==> src/rtl/lbst_pkg.sv <==
package lbst_pkg;
  typedef enum logic {
    MODE_LOOP  = 1'b0,
    MODE_ONBUS = 1'b1
  } lbMode_e;

  localparam logic LVL_DOMINANT  = 1'b0;
  localparam logic LVL_RECESSIVE = 1'b1;

  localparam int FLAG_W  = 2;
  localparam int FLAG_TX = 0;
  localparam int FLAG_RX = 1;

  typedef struct packed {
    logic [FLAG_W-1:0] set;
    logic [FLAG_W-1:0] clr;
  } flagStrobe_t;
endpackage

==> src/rtl/lbst_ctrl.sv <==
module lbst_ctrl
  import lbst_pkg::*;
(
  input  logic              clk,
  input  logic              rst,
  input  logic              busIdle,
  input  logic              modeSel,
  input  logic              txDone,
  input  logic              rxDone,
  input  logic              filterMatch,
  input  logic [FLAG_W-1:0] clrFlags,
  output lbMode_e           curMode,
  output flagStrobe_t       strobes
);
  always_ff @(posedge clk) begin
    if (rst) begin
      curMode <= MODE_LOOP;
    end else if (busIdle) begin
      curMode <= modeSel ? MODE_ONBUS : MODE_LOOP;
    end
  end

  logic ownAsRx;
  logic filteredRx;

  always_comb begin
    ownAsRx    = (curMode == MODE_LOOP) && txDone;
    filteredRx = rxDone && filterMatch;
    strobes.set          = '0;
    strobes.set[FLAG_TX] = txDone;
    strobes.set[FLAG_RX] = ownAsRx || filteredRx;
    strobes.clr          = clrFlags;
  end
endmodule

==> src/rtl/lbst_path.sv <==
module lbst_path
  import lbst_pkg::*;
(
  input  logic        clk,
  input  logic        rst,
  input  lbMode_e     curMode,
  input  flagStrobe_t strobes,
  input  logic        engTxBit,
  input  logic        rxPin,
  input  logic        ackSlot,
  output logic        txPin,
  output logic        engRxBit,
  output logic        txIrq,
  output logic        rxIrq
);
  logic [FLAG_W-1:0] flagQ;

  for (genvar g = 0; g < FLAG_W; g++) begin : gFlag
    always_ff @(posedge clk) begin
      if (rst) flagQ[g] <= 1'b0;
      else     flagQ[g] <= strobes.set[g] | (flagQ[g] & ~strobes.clr[g]);
    end
  end

  always_comb begin
    if (curMode == MODE_LOOP) begin
      txPin    = LVL_RECESSIVE;
      engRxBit = ackSlot ? LVL_DOMINANT : engTxBit;
    end else begin
      txPin    = engTxBit;
      engRxBit = rxPin;
    end
  end

  assign txIrq = flagQ[FLAG_TX];
  assign rxIrq = flagQ[FLAG_RX];
endmodule

==> src/rtl/loopback_selftest.sv <==
module loopback_selftest
  import lbst_pkg::*;
(
  input  logic       clk,
  input  logic       rst,
  input  logic       busIdle,
  input  logic       modeSel,
  input  logic       engTxBit,
  input  logic       rxPin,
  input  logic       ackSlot,
  input  logic       txDone,
  input  logic       rxDone,
  input  logic       filterMatch,
  input  logic [1:0] clrFlags,
  output logic       txPin,
  output logic       engRxBit,
  output logic       txIrq,
  output logic       rxIrq
);
  lbMode_e     curMode;
  flagStrobe_t strobes;

  lbst_ctrl uCtrl (
    .clk(clk), .rst(rst), .busIdle(busIdle), .modeSel(modeSel),
    .txDone(txDone), .rxDone(rxDone), .filterMatch(filterMatch),
    .clrFlags(clrFlags), .curMode(curMode), .strobes(strobes)
  );

  lbst_path uPath (
    .clk(clk), .rst(rst), .curMode(curMode), .strobes(strobes),
    .engTxBit(engTxBit), .rxPin(rxPin), .ackSlot(ackSlot),
    .txPin(txPin), .engRxBit(engRxBit), .txIrq(txIrq), .rxIrq(rxIrq)
  );
endmodule

==> config.mk <==
export PLATFORM = sky130hd
export DESIGN_NAME = loopback_selftest
export DESIGN_NICKNAME = d
export VERILOG_FILES = /design/src/rtl/lbst_pkg.sv /design/src/rtl/lbst_ctrl.sv /design/src/rtl/lbst_path.sv /design/src/rtl/loopback_selftest.sv
export SDC_FILE = /design/constraint.sdc
export NUM_CORES = 1
export LEC_CHECK = 0
export ABC_AREA = 1
export BUFFER_PORTS_ARGS = -buffer_cell sky130_fd_sc_hd__clkbuf_2
export CORE_AREA = 3 3 40 42
export CTS_BUF_LIST = sky130_fd_sc_hd__clkbuf_16
export CTS_CLUSTER_DIAMETER = 60
export CTS_CLUSTER_SIZE = 8
export DETAILED_ROUTE_END_ITERATION = 12
export DIE_AREA = 0 0 43 45
export SYNTH_ARGS = -nofsm -noshare
export SYNTH_HDL_FRONTEND = slang
export SYNTH_SLANG_ARGS = --single-unit
==> constraint.sdc <==
create_clock -name clk -period 0.8 [get_ports clk]
set_input_delay 0.04 -clock clk [delete_from_list [all_inputs] [get_ports clk]]
set_output_delay 0.04 -clock clk [all_outputs]
set_load 0.005 [all_outputs]
==> metrics.md <==
| Metric | Value |
|---|---|
| Synth Warn # | `0` |
| Final-report setup violation count | `2` |
| Detail Route Antenna Nets | `0` |
| Most frequent cells in the layout | `clkbuf_2, inv_1, nand2_1` |
| CTS Buf Count | `3` |
| Min Tclk post-route | `0.945 ns` |
| Row Count | `13` |
| Sw frac | `17.1%` |
| Initial DRT Pass Iterations | `1` |
| Endpoints failing hold | `1` |
| Setup Skew | `0.00330 ns` |
| Pint | `0.858 mW` |
| Synth Cell Area | `140 µm²` |
| Failing checks | `negative hold slack, negative setup slack` |
| Drt drc | `0` |
| Post-synthesis instance total | `22` |
| FF+latch count, synth | `3` |
| Critical path arrival | `0.91 ns` |
| Routed vias/inst | `3.36` |
| Combinational Power Share | `8.4%` |
| Final WS setup | `-0.145 ns` |
| Crit path capture type | `output port` |
| Leak | `0.200 nW` |
| Drt total wl | `453 µm` |
| Syn Nets | `34` |
| CP required | `0.76 ns` |
| Iteration-0 DRC Markers | `0` |
| Sequential Area | `61.3 µm²` |
| Seq pwr share | `16.4%` |
| Antenna cell count | `0` |
| Post-Layout Inst Area | `337 µm²` |
| CP Class | `flip-flop to output port` |
| Post-synthesis sequential area ratio | `42.9%` |
| Global route overflow | `0` |
| Initial antenna violation count | `0` |
| Die ar. | `0.00194 mm²` |
| Dpl ws | `0.0519 ns` |
| Root buf cell | `clkbuf_16` |
| Worst-margin pin slew | `0.113 ns` |
| # clock sinks | `3` |
| Fillers | `145` |
| CTS tree | `done` |
| Routed WL per cell | `7.81 µm` |
| VDD IR max | `0.584 mV` |
| Port Buffers | `15` |
| # IOs | `16` |
| Synth unique cells | `8` |
| Max-slew violations | `0` |
| Die Ht | `45 µm` |
| Pin count of the biggest net entering global routing | `4` |
| Share of cells above drive strength 1 | `55.8%` |
| Footprint of the multi-input gates | `65.1 µm²` |
| Fin nets | `56` |
| Core area | `0.00128 mm²` |
| Placer Congestion | `0.708` |
| Area grow syn2layout | `140%` |
| Die span in x | `43 µm` |
| RSZ-0062 raised after global routing | `true` |
| Mean Syn Cell Area | `6.37 µm²` |
| Rel. slew slack | `92.4%` |
| Clock latency on the worst-skew pair | `0.22 ns` |
| Vias in the first global route | `176` |
| Clock-pin transition on the worst setup and hold timing paths | `0.03 ns` |
| Worst hold slack | `-0.00110 ns` |
| Initial Util | `10.9%` |
| Outcome | `complete, but fails checks` |
| CTS Hold Bufs | `0` |
| Dpl cell area | `234 µm²` |
| CP Launch Type | `flip-flop` |
| Vias | `195` |
| Commonest non-fill, non-tap cell in the layout | `clkbuf_2` |
| Max FO, Critical Path | `3` |
| Power per cell area | `3070 mW/mm²` |
| Clk pwr share | `75.2%` |
| Clock tree buffer depth | `2` |
| Fmax | `1060 MHz` |
| CTS H-tree depth | `1` |
| Sw Pwr | `0.176 mW` |
| Total GRT Usage | `4.91%` |
| First-pass GRT wire length | `621 µm` |
| Max-cap check violation count | `0` |
| Fin crit share | `118%` |
| Worst hold path class | `primary input to flip-flop` |
[area by class of cell]
type / instances / area share (%)
multi-input cells: 13 / 19.3
clock buffers: 3 / 22.3
repair buffers: 17 / 26.8
inverters: 6 / 6.69
clock inverters: 1 / 1.12
flip-flops and latches: 3 / 18.2
well taps: 15 / 5.58
[routing by layer]
layer	share of wire [%]	GRT usage (%)	up-vias
li1	-	-	106
met1	32	3.61	78
met2	57	7.19	11
met3	11	3.19	0
met4	0	7.23	0
met5	0	0	-
[repair_timing]
item,4_1_cts,5_1_grt
gates resized for setup,3,4
endpoints found under the hold margin,0,0
pin swaps,1,3
setup endpoints to repair,2,3
setup buffers,1,1
[critical path: stages, from the launching register on]
cell and delay (ns):
dfxtp_2 0.33, inv_2 0.04, or2_1 0.20, clkbuf_2 0.11
[kinds of logic after synthesis]
family / Yosys count / share of synthesized area (%)
flops: 3 / 42.9
buf+inv: 6 / 16.1
simple gates: 9 / 26.8
compound gates: 4 / 14.3
[metrics by stage]
stage | power (mW) | utilization (%) | cells | hold slack [ns] | TNS, ns
final | 1.03 | 26.2 | 58 | -0.00110 | -0.239
after global routing | 1.08 | 26.2 | 58 | 0.00208 | -0.364
after CTS | 1.04 | 25.0 | 57 | 0.00143 | -0.263
after detailed placement | 0.241 | 18.2 | 52 | 0.229 | 0
after global placement | 0.241 | 18.2 | 52 | 0.225 | 0
after floorplan | 0.197 | - | 22 | 0.112 | 0
[cells in the mapped netlist, drive strengths merged]
cell type,instances,area [µm²]
dfxtp,3,60.1
a21oi,2,10.0
o21ai,2,10.0
nand3,1,5.00
nor2,1,3.75
or2,1,6.26
nand2,6,22.5
inv,6,22.5
[path summary, 6_finish.rpt]
check                        startpoint                      to  slack, ns  depth (start not counted)
max          uCtrl.curMode$_SDFFE_PP0P_                   txPin      -0.15                          3
max reg2reg  uCtrl.curMode$_SDFFE_PP0P_  uPath.rxIrq$_SDFF_PP0_       0.01                          6
min                                 rst  uPath.txIrq$_SDFF_PP0_     -0.001                          2
min reg2reg      uPath.txIrq$_SDFF_PP0_  uPath.txIrq$_SDFF_PP0_       0.49                          2
[power by group through the flow]
stage          registers [mW]  clock network [mW]  logic, mW
6_report                0.169               0.778     0.0871
5_1_grt                 0.171               0.807     0.0995
4_1_cts                 0.169               0.794     0.0781
3_5_place_dp            0.170                   0     0.0717
3_3_place_gp            0.169                   0     0.0715
2_1_floorplan           0.170                   0     0.0268
[registers in the layout, summed over array words and instances (netlist names)]
signal         cells
uPath.txIrq        1
uPath.rxIrq        1
uCtrl.curMode      1
(Power assumes the default switching activity.)
